`config.mk`:
```
export PLATFORM = sky130hd
export DESIGN_NAME = core_monitor_xbar
export DESIGN_NICKNAME = d
export VERILOG_FILES = /design/src/rtl/xbar_pkg.sv /design/src/rtl/xbar_map_table.sv /design/src/rtl/xbar_hash_route.sv /design/src/rtl/xbar_rr_route.sv /design/src/rtl/core_monitor_xbar.sv
export SDC_FILE = /design/constraint.sdc
export NUM_CORES = 1
export LEC_CHECK = 0
export BUFFER_PORTS_ARGS = -buffer_cell sky130_fd_sc_hd__buf_2
export CORE_MARGIN = 1
export CORE_UTILIZATION = 45
export CTS_BUF_LIST = sky130_fd_sc_hd__clkbuf_16
export DETAILED_ROUTE_END_ITERATION = 12
export PLACE_DENSITY = 0.65
export SYNTH_ARGS = -nofsm -noshare
export SYNTH_HDL_FRONTEND = slang
export SYNTH_SLANG_ARGS = --single-unit
```
`constraint.sdc`:
```
create_clock -name clk -period 2.7 [get_ports clk]
set_clock_uncertainty 0.1 [all_clocks]
set_input_delay 0.27 -clock clk [delete_from_list [all_inputs] [get_ports clk]]
set_output_delay 0.27 -clock clk [all_outputs]
set_load 0.03 [all_outputs]
```
`src/rtl/xbar_pkg.sv`:
```
package xbar_pkg;

  typedef enum logic [1:0] {
    WR_ACCEPT = 2'd0,
    WR_RANGE  = 2'd1,
    WR_CLASH  = 2'd2
  } wr_verdict_e;

  function automatic int unsigned sel_width(input int unsigned n);
    return (n <= 1) ? 1 : $clog2(n);
  endfunction

endpackage

```
`src/rtl/xbar_map_table.sv`:
```
module xbar_map_table
  import xbar_pkg::*;
#(
  parameter int NC = 4,
  parameter int NM = 6,
  parameter int MW = 3,
  parameter int CW = 2
) (
  input  logic                  clk,
  input  logic                  rst_n,
  input  logic                  cfg_wr,
  input  logic                  cfg_en,
  input  logic [CW-1:0]         cfg_core,
  input  logic [MW-1:0]         cfg_mon,
  input  logic [NC-1:0]         core_idle,
  output logic [NC-1:0]         core_act,
  output logic [NC-1:0][MW-1:0] core_sel,
  output logic [NM-1:0]         mon_own,
  output logic [NM-1:0][CW-1:0] mon_psel,
  output logic                  cfg_err
);

  logic [NC-1:0]         act_q, pv_q, pen_q;
  logic [NC-1:0][MW-1:0] sel_q, pmon_q;
  logic [NM-1:0]         own_q;
  logic [NM-1:0][CW-1:0] psel_q;
  logic                  err_q;
  logic                  clash;
  wr_verdict_e           verdict;

  // check of an incoming write against the other cores' held monitors
  always_comb begin
    clash = 1'b0;
    for (int k = 0; k < NC; k++) begin
      if (CW'(k) != cfg_core) begin
        if (act_q[k] && sel_q[k] == cfg_mon) clash = 1'b1;
        if (pv_q[k] && pen_q[k] && pmon_q[k] == cfg_mon) clash = 1'b1;
      end
    end
    if (int'(cfg_core) >= NC)                 verdict = WR_RANGE;
    else if (!cfg_en)                         verdict = WR_ACCEPT;
    else if (int'(cfg_mon) >= NM)             verdict = WR_RANGE;
    else if (clash)                           verdict = WR_CLASH;
    else                                      verdict = WR_ACCEPT;
  end

  always_ff @(posedge clk) begin
    if (!rst_n) begin
      act_q  <= '0;
      sel_q  <= '0;
      pv_q   <= '0;
      pen_q  <= '0;
      pmon_q <= '0;
      own_q  <= '0;
      psel_q <= '0;
      err_q  <= 1'b0;
    end else begin
      // commit pending changes of idle cores
      for (int c = 0; c < NC; c++) begin
        if (pv_q[c] && core_idle[c]) begin
          act_q[c] <= pen_q[c];
          sel_q[c] <= pen_q[c] ? pmon_q[c] : '0;
          pv_q[c]  <= 1'b0;
        end
      end
      // per-monitor view: release first, then claim
      for (int c = 0; c < NC; c++) begin
        if (pv_q[c] && core_idle[c] && act_q[c]) begin
          for (int m = 0; m < NM; m++)
            if (sel_q[c] == MW'(m)) own_q[m] <= 1'b0;
        end
      end
      for (int c = 0; c < NC; c++) begin
        if (pv_q[c] && core_idle[c] && pen_q[c]) begin
          for (int m = 0; m < NM; m++)
            if (pmon_q[c] == MW'(m)) begin
              own_q[m]  <= 1'b1;
              psel_q[m] <= CW'(c);
            end
        end
      end
      // a new write parks after any commit of the same edge
      if (cfg_wr) begin
        if (verdict == WR_ACCEPT) begin
          for (int c = 0; c < NC; c++) begin
            if (CW'(c) == cfg_core) begin
              pv_q[c]   <= 1'b1;
              pen_q[c]  <= cfg_en;
              pmon_q[c] <= cfg_mon;
            end
          end
          err_q <= 1'b0;
        end else begin
          err_q <= 1'b1;
        end
      end
    end
  end

  assign core_act = act_q;
  assign core_sel = sel_q;
  assign mon_own  = own_q;
  assign mon_psel = psel_q;
  assign cfg_err  = err_q;

  // out-of-range assign is flagged
  p_range_flag_r4: assert property (@(posedge clk) disable iff (!rst_n)
    (cfg_wr && cfg_en && int'(cfg_mon) >= NM) |=> cfg_err);

  for (genvar gc = 0; gc < NC; gc++) begin : g_core_chk
    // mapping only moves after an idle edge
    p_commit_idle_r7: assert property (@(posedge clk) disable iff (!rst_n)
      (act_q[gc] != $past(act_q[gc]) || sel_q[gc] != $past(sel_q[gc]))
        |-> $past(core_idle[gc]));
    // core view agrees with monitor view
    p_core_view_r5: assert property (@(posedge clk) disable iff (!rst_n)
      act_q[gc] |-> (own_q[sel_q[gc]] && psel_q[sel_q[gc]] == CW'(gc)));
  end

  for (genvar gm = 0; gm < NM; gm++) begin : g_mon_chk
    // each owned monitor has exactly the owner recorded
    p_mon_view_r5: assert property (@(posedge clk) disable iff (!rst_n)
      own_q[gm] |-> (act_q[psel_q[gm]] && sel_q[psel_q[gm]] == MW'(gm)));
  end

endmodule

```
`src/rtl/xbar_hash_route.sv`:
```
module xbar_hash_route #(
  parameter int NC = 4,
  parameter int NM = 6,
  parameter int HW = 4,
  parameter int MW = 3,
  parameter int CW = 2
) (
  input  logic                  clk,
  input  logic                  rst_n,
  input  logic [NC-1:0][HW-1:0] core_hash,
  input  logic [NC-1:0]         core_valid,
  input  logic [NC-1:0]         core_act,
  input  logic [NC-1:0][MW-1:0] core_sel,
  input  logic [NM-1:0]         mon_own,
  input  logic [NM-1:0][CW-1:0] mon_psel,
  output logic [NM-1:0][HW-1:0] mon_hash,
  output logic [NM-1:0]         mon_valid
);

  logic [NM-1:0][HW-1:0] hash_d;
  logic [NM-1:0]         valid_d;

  // per-core demultiplexer driven by the core's monitor-select field
  always_comb begin
    hash_d  = '0;
    valid_d = '0;
    for (int m = 0; m < NM; m++) begin
      for (int c = 0; c < NC; c++) begin
        if (core_act[c] && core_sel[c] == MW'(m)) begin
          hash_d[m]  = hash_d[m] | core_hash[c];
          valid_d[m] = valid_d[m] | core_valid[c];
        end
      end
    end
  end

  always_ff @(posedge clk) begin
    if (!rst_n) begin
      mon_hash  <= '0;
      mon_valid <= '0;
    end else begin
      mon_hash  <= hash_d;
      mon_valid <= valid_d;
    end
  end

  for (genvar gm = 0; gm < NM; gm++) begin : g_chk
    // an unowned monitor stays silent
    p_free_quiet_r2: assert property (@(posedge clk) disable iff (!rst_n)
      !mon_own[gm] |=> (!mon_valid[gm] && mon_hash[gm] == '0));
    // owned monitor mirrors its owner's strobe one clock later
    p_fwd_valid_r1: assert property (@(posedge clk) disable iff (!rst_n)
      mon_own[gm] |=> (mon_valid[gm] == $past(core_valid[mon_psel[gm]])));
  end

endmodule

```
`src/rtl/xbar_rr_route.sv`:
```
module xbar_rr_route #(
  parameter int NC = 4,
  parameter int NM = 6,
  parameter int CW = 2
) (
  input  logic                  clk,
  input  logic                  rst_n,
  input  logic [NM-1:0]         mon_rr,
  input  logic [NM-1:0]         mon_own,
  input  logic [NM-1:0][CW-1:0] mon_psel,
  input  logic [NC-1:0]         core_act,
  output logic [NC-1:0]         core_rr
);

  logic [NC-1:0] rr_d;

  // per-monitor demultiplexer driven by the processor-select field
  always_comb begin
    rr_d = '0;
    for (int c = 0; c < NC; c++) begin
      for (int m = 0; m < NM; m++) begin
        if (mon_own[m] && mon_psel[m] == CW'(c)) rr_d[c] = rr_d[c] | mon_rr[m];
      end
    end
  end

  always_ff @(posedge clk) begin
    if (!rst_n) core_rr <= '0;
    else        core_rr <= rr_d;
  end

  for (genvar gc = 0; gc < NC; gc++) begin : g_chk
    // a core without a monitor never sees reset/recovery
    p_unmapped_quiet_r3: assert property (@(posedge clk) disable iff (!rst_n)
      !core_act[gc] |=> !core_rr[gc]);
  end

endmodule

```
`src/rtl/core_monitor_xbar.sv`:
```
module core_monitor_xbar
  import xbar_pkg::*;
#(
  parameter int NUM_CORES  = 4,
  parameter int NUM_MONS   = 6,
  parameter int HASH_W     = 4,
  parameter int CORE_SEL_W = sel_width(NUM_CORES),
  parameter int MON_SEL_W  = sel_width(NUM_MONS)
) (
  input  logic                         clk,
  input  logic                         rst_n,
  input  logic [NUM_CORES*HASH_W-1:0]  core_hash,
  input  logic [NUM_CORES-1:0]         core_valid,
  input  logic [NUM_CORES-1:0]         core_idle,
  output logic [NUM_CORES-1:0]         core_rr,
  output logic [NUM_MONS*HASH_W-1:0]   mon_hash,
  output logic [NUM_MONS-1:0]          mon_valid,
  input  logic [NUM_MONS-1:0]          mon_rr,
  input  logic                         cfg_wr,
  input  logic                         cfg_en,
  input  logic [CORE_SEL_W-1:0]        cfg_core,
  input  logic [MON_SEL_W-1:0]         cfg_mon,
  output logic                         cfg_err
);

  localparam int NC = NUM_CORES;
  localparam int NM = NUM_MONS;
  localparam int CW = CORE_SEL_W;
  localparam int MW = MON_SEL_W;

  logic [NC-1:0][HASH_W-1:0] hash_in;
  logic [NM-1:0][HASH_W-1:0] hash_out;
  logic [NC-1:0]             act;
  logic [NC-1:0][MW-1:0]     sel;
  logic [NM-1:0]             own;
  logic [NM-1:0][CW-1:0]     psel;

  for (genvar gc = 0; gc < NC; gc++) begin : g_in
    assign hash_in[gc] = core_hash[gc*HASH_W +: HASH_W];
  end
  for (genvar gm = 0; gm < NM; gm++) begin : g_out
    assign mon_hash[gm*HASH_W +: HASH_W] = hash_out[gm];
  end

  xbar_map_table #(.NC(NC), .NM(NM), .MW(MW), .CW(CW)) u_map (
    .clk       (clk),
    .rst_n     (rst_n),
    .cfg_wr    (cfg_wr),
    .cfg_en    (cfg_en),
    .cfg_core  (cfg_core),
    .cfg_mon   (cfg_mon),
    .core_idle (core_idle),
    .core_act  (act),
    .core_sel  (sel),
    .mon_own   (own),
    .mon_psel  (psel),
    .cfg_err   (cfg_err)
  );

  xbar_hash_route #(.NC(NC), .NM(NM), .HW(HASH_W), .MW(MW), .CW(CW)) u_fwd (
    .clk        (clk),
    .rst_n      (rst_n),
    .core_hash  (hash_in),
    .core_valid (core_valid),
    .core_act   (act),
    .core_sel   (sel),
    .mon_own    (own),
    .mon_psel   (psel),
    .mon_hash   (hash_out),
    .mon_valid  (mon_valid)
  );

  xbar_rr_route #(.NC(NC), .NM(NM), .CW(CW)) u_ret (
    .clk      (clk),
    .rst_n    (rst_n),
    .mon_rr   (mon_rr),
    .mon_own  (own),
    .mon_psel (psel),
    .core_act (act),
    .core_rr  (core_rr)
  );

endmodule

```
==> results.py, run 1 <==
metrics = {
    "run_status": {
        "status": "finished clean",
    },
    "power_and_ir_drop": {
        "power.share.switching_pct": 23.5,
        "peakVddDrop_mv": 0.282,
        "p_seq_share_pct": 49.5,
        "leakage_nw": 1.94,
        "finalPower_mw": 2.72,
        "power_density_mw_per_mm2": 519,
        "power.internal_mw": 2.08,
        "combPwrFrac_pct": 6.4,
        "pwr-share-clk_pct": 44.1,
        "p_sw_mw": 0.639,
    },
    "global_routing": {
        "grt_pass1_wl_um": 21900,
        "grt.met1_usage_pct": 35.9,
        "first_global_vias": 4235,
        "grt_use_total_pct": 28.1,
        "grt_overflow_total": 0,
        "grt.busiest_layer": "met2",
        "grt_use_met3_pct": 4.35,
        "grt_antenna_before_repair": 0,
        "use_met2_pct": 45.6,
        "grt_max_degree": 38,
    },
    "die": {
        "rows": 36,
        "dieHeight_um": 102,
        "core_sq_mm": 0.00968,
        "die-area_sq_mm": 0.0103,
        "fp.dieW_um": 102,
        "initial_utilization_pct": 46.2,
        "ios": 74,
    },
    "cells_and_area": {
        "syn_to_final_growth_pct": 17.3,
        "final_common_cell": "dfxtp_1",
        "utilization_pct": 54.2,
        "n_antenna_cell": 0,
        "mostFrequentLayoutCells": "dfxtp_1 (89), nand2_1 (84), buf_2 (73)",
        "final-instance-count-excl-fill": 750,
        "fin_area_sq_mm": 0.00525,
        "multiInputGateArea_sq_mm": 0.00253,
        "fill_cells": 920,
        "fin_nets": 653,
        "seq_area_sq_mm": 0.00178,
        "layout-drive-gt1-share_pct": 16.4,
    },
    "timing": {
        "slew_violations": 0,
        "worst_pin_slew_ns": 1.02,
        "period_needed_ns": 2.21,
        "final.setup.worst_slack_ns": 0.488,
        "finalCritPeriodShare_pct": 81.9,
        "fmax_mhz": 452,
        "timing.setup.tns_ns": 0,
        "rsz0062_at_grt": "false",
        "slew_headroom_pct": 31.6,
        "setup_viol": 0,
        "holdWs_ns": 0.125,
        "hold_violations": 0,
    },
    "clock_network": {
        "cts_hold_buffers": 0,
        "cts_buffer_depth": 2,
        "cts_sinks": 89,
        "cts.clk_slew.worst_paths_ns": 0.06,
        "insertion_delay_ns": 0.35,
        "cts_buffers": 9,
        "post_cts_resized": 0,
        "cts_setup_buffers": 0,
        "cts_max_level": 3,
        "cts_tree": "built",
        "root_buffer": "clkbuf_16",
    },
    "route": {
        "via_per_inst": 6.12,
        "ant_nets": 0,
        "routed_wirelength_um": 13800,
        "drt_iter0_drc": 424,
        "firstDrtPassIters": 8,
        "drt-wirelength-per-cell_um": 18.4,
        "post-route-drc-count": 0,
        "vias": 4590,
    },
    "setup_path": {
        "worstSetupPathType": "reg -> reg",
        "worst-endpoint-arrival_ns": 2.35,
        "regToRegStartpoint": "u_map.pmon_q[7]$_SDFFE_PN0P_",
        "rr_worst_depth": 6,
        "crit_fanout": 8,
        "r2r_slack_ns": 0.49,
        "r2r_end": "u_map.pv_q[1]$_SDFF_PN0_",
        "start_kind": "flop",
        "end_kind": "flop",
        "crit_required_ns": 2.84,
    },
    "place": {
        "gp_congestion": 0.914,
        "dp_cells": 736,
        "dp_hpwl_um": 10200,
        "port_buffers": 73,
        "place_ws_ns": 0.383,
        "placed_cell_area_sq_mm": 0.00497,
    },
    "synthesis": {
        "synthArstFlopShare_pct": 0,
        "synth_cell_types": 48,
        "synth-seq-cells": 89,
        "synth.avg_cell_area_sq_um": 8.14,
        "synth_cells": 549,
        "synth-main-ff-cell": "dfxtp_1",
        "syn_area_sq_mm": 0.00447,
        "postSynthNetCount": 588,
        "ys.warnings.count": 0,
        "synth_edf_count": 0,
        "ys_seq_area_share_pct": 39.9,
    },
    "worst_hold_path": {
        "hold_path.class": "in -> reg",
        "hp-start": "core_hash[11]",
        "min_to": "u_fwd.mon_hash[7]$_SDFF_PN0_",
        "holdPathStages": 3,
    },
    "job": {
        "cap_violations": 0,
    },
}
-- critical path, stage by stage (launching register included) --
cell and delay, ns:
dfxtp_1 0.47, xor2_1 0.10, or4_1 0.52, a21oi_1 0.13
and4b_1 0.31, o211a_4 0.30, o21a_1 0.18
-- registers in the layout, summed over array words and instances, names as in the netlist --
name             cells
u_fwd.mon_hash      24
u_fwd.mon_valid      6
u_map.cfg_err        1
u_map.core_act       4
u_map.core_sel      12
u_map.mon_own        6
u_map.mon_psel      12
u_map.pen_q          4
u_map.pmon_q        12
u_map.pv_q           4
u_ret.core_rr        4
-- final cells by class --
cell class / count / area share, %
multi-input cells: 424 / 48.3
flip-flops and latches: 89 / 34.0
repair buffers: 85 / 8.92
clock buffers: 9 / 4.29
well taps: 133 / 3.17
clock inverters: 5 / 0.954
inverters: 5 / 0.358
-- synth_stat cells, drive strengths merged (7+ instances only) --
cell	number	share of area, %
a21oi	64	7.2
a222oi	20	4.5
a22oi	33	5.5
a31oi	7	0.98
clkbuf	26	2.2
dfxtp	89	40
mux2i	12	2.7
nand2	84	7.1
nand2b	14	2.0
nand3	35	3.9
nor2	40	3.4
nor3	18	2.0
nor4	7	0.98
xor2	16	3.1
-- metal layers --
metal / up-vias / wire (um)
met5: - / 0
met3: 37 / 1140
li1: 2185 / -
met1: 2125 / 5820
met4: 0 / 434
met2: 243 / 6380
-- power groups by stage --
stage               clock network [mW]  registers, mW  logic, mW
floorplan                            0           1.36      0.100
global placement                     0           1.38      0.166
detailed placement                   0           1.38      0.171
CTS                               1.21           1.35      0.172
global route                      1.27           1.35      0.188
finish                            1.20           1.35      0.174
-- logic make-up after synthesis --
logic type | synth area share, %
AO/OA/AOI/OAI | 25.4
XOR/XNOR | 4.31
buffers and inverters | 3.44
flip-flops | 39.9
multiplexers | 2.69
AND/OR/NAND/NOR | 24.3
-- how the worst max path moves through the flow --
stage | startpoint | end | cells past startpoint
2_1_floorplan | u_map.pmon_q[7]$_SDFFE_PN0P_ | u_map.pv_q[1]$_SDFF_PN0_ | 8
3_3_place_gp | cfg_mon[2] | u_map.pv_q[3]$_SDFF_PN0_ | 7
3_5_place_dp | cfg_mon[2] | u_map.pv_q[1]$_SDFF_PN0_ | 7
4_1_cts | u_map.pmon_q[7]$_SDFFE_PN0P_ | u_map.pv_q[1]$_SDFF_PN0_ | 6
5_1_grt | u_map.pmon_q[7]$_SDFFE_PN0P_ | u_map.pv_q[3]$_SDFF_PN0_ | 6
6_report | u_map.pmon_q[7]$_SDFFE_PN0P_ | u_map.pv_q[1]$_SDFF_PN0_ | 6
Power figures use the tool's default switching activity.
==> run 2, diff against run 1 <==
--- a/config.mk
+++ b/config.mk
@@ -5,12 +5,13 @@
 export SDC_FILE = /design/constraint.sdc
 export NUM_CORES = 1
 export LEC_CHECK = 0
+export ABC_AREA = 1
 export BUFFER_PORTS_ARGS = -buffer_cell sky130_fd_sc_hd__buf_2
 export CORE_MARGIN = 1
 export CORE_UTILIZATION = 45
 export CTS_BUF_LIST = sky130_fd_sc_hd__clkbuf_16
 export DETAILED_ROUTE_END_ITERATION = 12
-export PLACE_DENSITY = 0.65
+export PLACE_DENSITY = 0.67
 export SYNTH_ARGS = -nofsm -noshare
 export SYNTH_HDL_FRONTEND = slang
 export SYNTH_SLANG_ARGS = --single-unit
==> constraint.sdc (replaced) <==
create_clock -name clk -period 1.8 [get_ports clk]
set_clock_uncertainty 0.1 [all_clocks]
set_input_delay 0.18 -clock clk [delete_from_list [all_inputs] [get_ports clk]]
set_output_delay 0.18 -clock clk [all_outputs]
set_load 0.03 [all_outputs]
==> run 2 against run 1 <==
Clock power rose by 50%; total power rose by 53%; wire length rose by 18%; flip-flop and latch count did not move; register-to-register slack got worse by 0.39 ns; non-clock buffer count rose by 35; area after synthesis rose by 9.6%; hold slack got worse by 0.11 ns; critical path depth did not move; sequential power rose by 50%; cell count rose by 35%; critical path type unchanged.
==> results.py, run 2 <==
metrics = {
    "run_status": {
        "status": "finished clean",
    },
    "synthesis": {
        "synth-main-ff-cell": "dfxtp_1",
        "syn_area_sq_mm": 0.00490,
        "ys_seq_area_share_pct": 36.4,
        "yosysMostFrequentCell": "nand2_1",
        "post-synth-top-area-cell": "dfxtp_1",
        "netlist_top_cells_area": "dfxtp_1 (36%), nand2_1 (19%), inv_1 (6.8%)",
        "synth_edf_count": 0,
        "ys.warnings.count": 0,
        "synthArstFlopShare_pct": 0,
        "synth-seq-cells": 89,
        "yosys-top-cells-count": "nand2_1 (251), dfxtp_1 (89), inv_1 (89), nor2_1 (80), a21oi_1 (60)",
        "yosysTopAreaCellShare_pct": 36.4,
        "postSynthNetCount": 805,
        "synth.avg_cell_area_sq_um": 6.39,
        "synth_cells": 766,
        "synth_cell_types": 30,
    },
    "power_and_ir_drop": {
        "leakage_nw": 2.50,
        "power_density_mw_per_mm2": 702,
        "peakVddDrop_mv": 0.396,
        "finalPower_mw": 4.18,
    },
    "global_routing": {
        "grt_pass1_wl_um": 25500,
        "first_global_vias": 5088,
        "grt_antenna_before_repair": 0,
        "grt_use_total_pct": 29.4,
        "grt_max_degree": 43,
        "grt_overflow_total": 0,
    },
    "setup_path": {
        "path_common_cell": "inv_1",
        "path_cells": "inv_1, nor2_1, nand3_1, inv_1, nand2_1, a41oi_1",
        "cp_slowest_cell": "dfxtp_1",
        "crit_fanout": 5,
        "path_buf_inv": 2,
        "worst-endpoint-arrival_ns": 1.85,
        "crit_required_ns": 1.94,
        "cpPeakStageDelay_ns": 0.45,
        "worstSetupPathType": "reg -> reg",
        "critPathTopFamily": "flip-flops",
        "start_kind": "flop",
        "end_kind": "flop",
    },
    "place": {
        "dp_cells": 992,
        "gp_congestion": 0.938,
        "dp_hpwl_um": 12100,
        "port_buffers": 73,
        "place_ws_ns": -0.0324,
    },
    "cells_and_area": {
        "fill_cells": 1056,
        "utilization_pct": 57.1,
        "largest_reg_flops": 24,
        "fin_nets": 909,
        "final_common_cell": "nand2_1",
        "top_register": "u_fwd.mon_hash",
        "final-instance-count-excl-fill": 1010,
        "syn_to_final_growth_pct": 21.4,
        "n_antenna_cell": 0,
        "mostFrequentLayoutCells": "nand2_1 (250), inv_1 (88), nor2_1 (79)",
        "layout-drive-gt1-share_pct": 17.4,
    },
    "timing": {
        "slew_headroom_pct": 64.7,
        "timing.setup.tns_ns": 0,
        "final.setup.worst_slack_ns": 0.0954,
        "slew_violations": 0,
        "finalCritPeriodShare_pct": 94.7,
        "fmax_mhz": 587,
        "hold_violations": 0,
        "period_needed_ns": 1.70,
        "worst_pin_slew_ns": 0.527,
        "setup_viol": 0,
    },
    "clock_network": {
        "root_buffer": "clkbuf_16",
        "cts_buffer_depth": 2,
        "cts.clk_slew.worst_paths_ns": 0.06,
        "cts_setup_buffers": 0,
        "insertion_delay_ns": 0.34,
        "cts_sinks": 89,
        "cts_tree": "built",
        "cts_buffers": 9,
        "cts_max_level": 3,
    },
    "route": {
        "firstDrtPassIters": 7,
        "top_layer_used": "met4",
        "via_per_inst": 5.55,
        "met1Wirelength_um": 6820,
        "met3_length_um": 1320,
        "vias": 5608,
        "ant_nets": 0,
        "routed_wirelength_um": 16300,
        "wl_met2_um": 7390,
        "drt_iter0_drc": 501,
        "post-route-drc-count": 0,
        "drt-wirelength-per-cell_um": 16.1,
    },
    "die": {
        "fp.dieW_um": 106,
        "dieHeight_um": 106,
        "core_sq_mm": 0.0104,
        "die-area_sq_mm": 0.0113,
        "ios": 74,
        "rows": 37,
        "initial_utilization_pct": 47.0,
    },
    "worst_hold_path": {
        "hold_path.class": "in -> reg",
    },
    "job": {
        "cap_violations": 0,
    },
}
run 2: final timing paths:
kind | startpoint | endpoint | slack, ns | depth (start not counted)
setup / recovery | u_map.core_act[1]$_SDFFE_PN0P_ | u_fwd.mon_valid[1]$_SDFF_PN0_ | 0.1 | 6
setup reg to reg | u_map.core_act[1]$_SDFFE_PN0P_ | u_fwd.mon_valid[1]$_SDFF_PN0_ | 0.1 | 6
hold / removal | core_idle[2] | u_map.pv_q[2]$_SDFF_PN0_ | 0.01 | 4
hold reg to reg | u_map.pen_q[1]$_SDFFE_PN0P_ | u_map.pen_q[1]$_SDFFE_PN0P_ | 0.38 | 2
run 2: through the flow:
step / hold slack, ns / instance area (sq um)
floorplan: 0.173 / 4900
global placement: 0.288 / 5600
detailed placement: 0.294 / 5600
CTS: 0.00692 / 5910
global route: 0.0326 / 5940
finish: 0.0116 / 5940
run 2: layout make-up:
class | count | area (sq um) | share of cell area (%)
clock inverters | 6 | 51.3 | 0.863
well taps | 136 | 170 | 2.86
inverters | 93 | 352 | 5.91
repair buffers | 120 | 746 | 12.5
flip-flops and latches | 89 | 1800 | 30.2
clock buffers | 9 | 225 | 3.79
multi-input cells | 557 | 2610 | 43.8
run 2: timing repair:
| item | 4_1_cts | 5_1_grt |
|---|---|---|
| hold endpoints to repair | 3 | 0 |
| hold buffers | 3 | 0 |
| endpoints found under the setup margin | 0 | 27 |
| gates resized for setup | 0 | 19 |
run 2: power by group:
| part | internal (mW) | switching, mW | leakage [nW] |
|---|---|---|---|
| clock network | 1.05 | 0.750 | 0.141 |
| registers | 1.99 | 0.0230 | 0.724 |
| logic | 0.123 | 0.237 | 1.63 |
| total | 3.17 | 1.01 | 2.50 |
run 2: worst register-to-register path: cells and delay by family (launching register included):
| family | cells | cell delay, ns |
|---|---|---|
| AO/OA/AOI/OAI | 1 | 0.23 |
| buffers and inverters | 2 | 0.38 |
| flip-flops | 1 | 0.45 |
| AND/OR/NAND/NOR | 3 | 0.45 |
run 2: kinds of logic (layout without fill, tap and decap cells):
family / after synthesis / in the layout / share of synthesized area [%]
compound gates: 130 / 130 / 16.5
xor+xnor: 1 / 1 / 0.179
buf+inv: 120 / 228 / 10.7
flops: 89 / 89 / 36.4
simple gates: 426 / 426 / 36.2
run 2: routing by layer:
layer  track usage (%)  up-vias
met3              4.05       60
met4              17.2        0
met1              36.4     2512
li1                  -     2747
met2              48.7      289
met5                 0        -
==> run 3, diff against run 2 <==
--- a/config.mk
+++ b/config.mk
@@ -8,10 +8,11 @@
 export ABC_AREA = 1
 export BUFFER_PORTS_ARGS = -buffer_cell sky130_fd_sc_hd__buf_2
 export CORE_MARGIN = 1
-export CORE_UTILIZATION = 45
+export CORE_UTILIZATION = 44
 export CTS_BUF_LIST = sky130_fd_sc_hd__clkbuf_16
 export DETAILED_ROUTE_END_ITERATION = 12
-export PLACE_DENSITY = 0.67
+export GPL_TIMING_DRIVEN = 0
+export PLACE_DENSITY = 0.66
 export SYNTH_ARGS = -nofsm -noshare
 export SYNTH_HDL_FRONTEND = slang
 export SYNTH_SLANG_ARGS = --single-unit
==> run 3 against run 2 <==
The flow now finishes with violations (design-rule violations, negative setup slack); first-iteration DRC count up 3.8%; wire length up 6.8%; sequential power is essentially flat; critical endpoint is now u_fwd.mon_hash[22]$_SDFF_PN0_.
==> results.py, run 3 (synthesis results as in run 2) <==
metrics = {
    "global_routing": {
        "grt.busiest_layer": "met2",
        "grt_overflow_total": 0,
        "grt_pass1_wl_um": 26600,
        "first_global_vias": 5126,
        "use_met2_pct": 49.6,
        "grt_use_met3_pct": 5.51,
        "grt_antenna_before_repair": 0,
        "grt.met1_usage_pct": 38.8,
        "grt_max_degree": 14,
        "grt_use_total_pct": 30.3,
    },
    "route": {
        "via_per_inst": 5.70,
        "drt-wirelength-per-cell_um": 17.3,
        "routed_wirelength_um": 17400,
        "vias": 5735,
        "drt_iter0_drc": 520,
        "firstDrtPassIters": 11,
        "ant_nets": 0,
        "post-route-drc-count": 1,
    },
    "die": {
        "die-area_sq_mm": 0.0116,
        "fp.dieW_um": 108,
        "ios": 74,
        "dieHeight_um": 108,
        "core_sq_mm": 0.0108,
        "initial_utilization_pct": 45.2,
        "rows": 38,
    },
    "setup_path": {
        "cpPeakStageDelay_ns": 0.71,
        "path_cells": "clkinvlp_4, nor4_2, nand2_1, o21ai_0, a221oi_1, nor2_1",
        "rr_worst_depth": 6,
        "worstSetupPathType": "reg -> reg",
        "start_kind": "flop",
        "worst-endpoint-arrival_ns": 2.04,
        "path_buf_inv": 1,
        "crit_required_ns": 1.96,
        "cp_slowest_cell": "nor4_2",
        "regToRegStartpoint": "u_map.core_sel[0]$_SDFFE_PN0N_",
        "setup.worst_path.start": "u_map.core_sel[0]$_SDFFE_PN0N_",
        "end_kind": "flop",
        "cp.depth": 6,
        "crit_fanout": 6,
        "critPathTopFamily": "simple AND/OR/NAND/NOR gates",
    },
    "power_and_ir_drop": {
        "finalPower_mw": 4.35,
        "peakVddDrop_mv": 0.459,
        "leakage_nw": 2.49,
        "power_density_mw_per_mm2": 702,
    },
    "cells_and_area": {
        "fin_nets": 903,
        "largest_reg_flops": 24,
        "layout-drive-gt1-share_pct": 21.7,
        "n_antenna_cell": 0,
        "final-instance-count-excl-fill": 1007,
        "syn_to_final_growth_pct": 26.5,
        "top_register": "u_fwd.mon_hash",
        "final_common_cell": "nand2_1",
        "mostFrequentLayoutCells": "nand2_1 (248), inv_1 (81), nor2_1 (72), buf_2 (72), dfxtp_1 (70)",
    },
    "clock_network": {
        "root_buffer": "clkbuf_16",
        "cts_max_level": 3,
        "cts_sinks": 89,
        "cts_tree": "built",
        "cts_buffer_depth": 2,
        "cts.clk_slew.worst_paths_ns": 0.06,
        "cts_buffers": 9,
        "insertion_delay_ns": 0.34,
    },
    "place": {
        "port_buffers": 70,
        "dp_hpwl_um": 12300,
        "dp_cells": 976,
        "gp_congestion": 0.954,
    },
    "run_status": {
        "status": "finished with violations",
        "violations": "design-rule violations, negative setup slack",
    },
    "timing": {
        "slew_headroom_pct": 47.2,
        "final.setup.worst_slack_ns": -0.0847,
        "worst_pin_slew_ns": 0.789,
        "holdWs_ns": 0.00855,
        "period_needed_ns": 1.88,
        "slew_violations": 0,
        "fmax_mhz": 531,
        "rsz0062_at_grt": "true",
        "setup_viol": 15,
        "hold_violations": 0,
        "finalCritPeriodShare_pct": 105,
    },
    "worst_hold_path": {
        "hold_path.class": "in -> reg",
        "holdPathStages": 4,
        "hp-start": "core_idle[1]",
    },
    "job": {
        "cap_violations": 0,
    },
}
## run 3: cell count changes in the layout (fill, tap and decap cells not counted), sizes merged, moves of 2 or more
| cell | delta |
|---|---|
| inv | -3 |
| clkbuf | +11 |
| buf | -16 |
| clkinvlp | +2 |
## run 3: final cells by class
type | instances | area [sq um]
Fill cell | 1065 | 4650
Multi-Input combinational cell | 557 | 2830
Sequential cell | 89 | 1820
Timing Repair Buffer | 89 | 513
Inverter | 93 | 359
Clock buffer | 9 | 225
Buffer | 25 | 204
Tap cell | 140 | 175
Clock inverter | 5 | 72.6
## run 3: timing repair
item / in CTS / in global routing
setup endpoints to repair: 64 / 62
gates resized for setup: 32 / 68
buffers inserted: 2 / 12
endpoints found under the hold margin: 2 / 0
pin swaps: 0 / 16
hold buffers: 2 / 0
cloned: 1 / 2
## run 3: path summary, 6_finish.rpt
| kind | slack (ns) | to |
|---|---|---|
| max | -0.08 | u_fwd.mon_hash[22]$_SDFF_PN0_ |
| min | 0.009 | u_map.pv_q[1]$_SDFF_PN0_ |
| max reg2reg | -0.08 | u_fwd.mon_hash[22]$_SDFF_PN0_ |
| min reg2reg | 0.38 | u_map.pv_q[1]$_SDFF_PN0_ |
## run 3: routing by layer
metal  up-vias  part of all wire (%)
met2       289                    46
met1      2657                    41
met5         -                     0
met3        57                   8.5
li1       2732                     -
met4         0                   4.0
## run 3: worst min-delay path, cell delays in order
cell and delay, ns:
buf_2 0.09, inv_1 0.03, nand2_1 0.04, a21oi_1 0.05
## run 3: power breakdown
part	internal [mW]	switching [mW]	total [mW]
registers	1.99	0.0282	2.02
clock network	1.19	0.747	1.94
logic	0.137	0.259	0.396
total	3.32	1.03	4.35
## run 3: stage by stage
stage | TNS, ns | area, sq um | util [%] | setup WS, ns
finish | -0.621 | 6190 | 57.1 | -0.0847
global route | -2.62 | 6190 | 57.1 | -0.165
CTS | -0.0648 | 5880 | 54.2 | -0.0648
detailed placement | -15.05 | 5420 | 50.0 | -0.619
global placement | -13.62 | 5420 | 50.0 | -0.612
floorplan | 0 | 4900 | - | 0.205
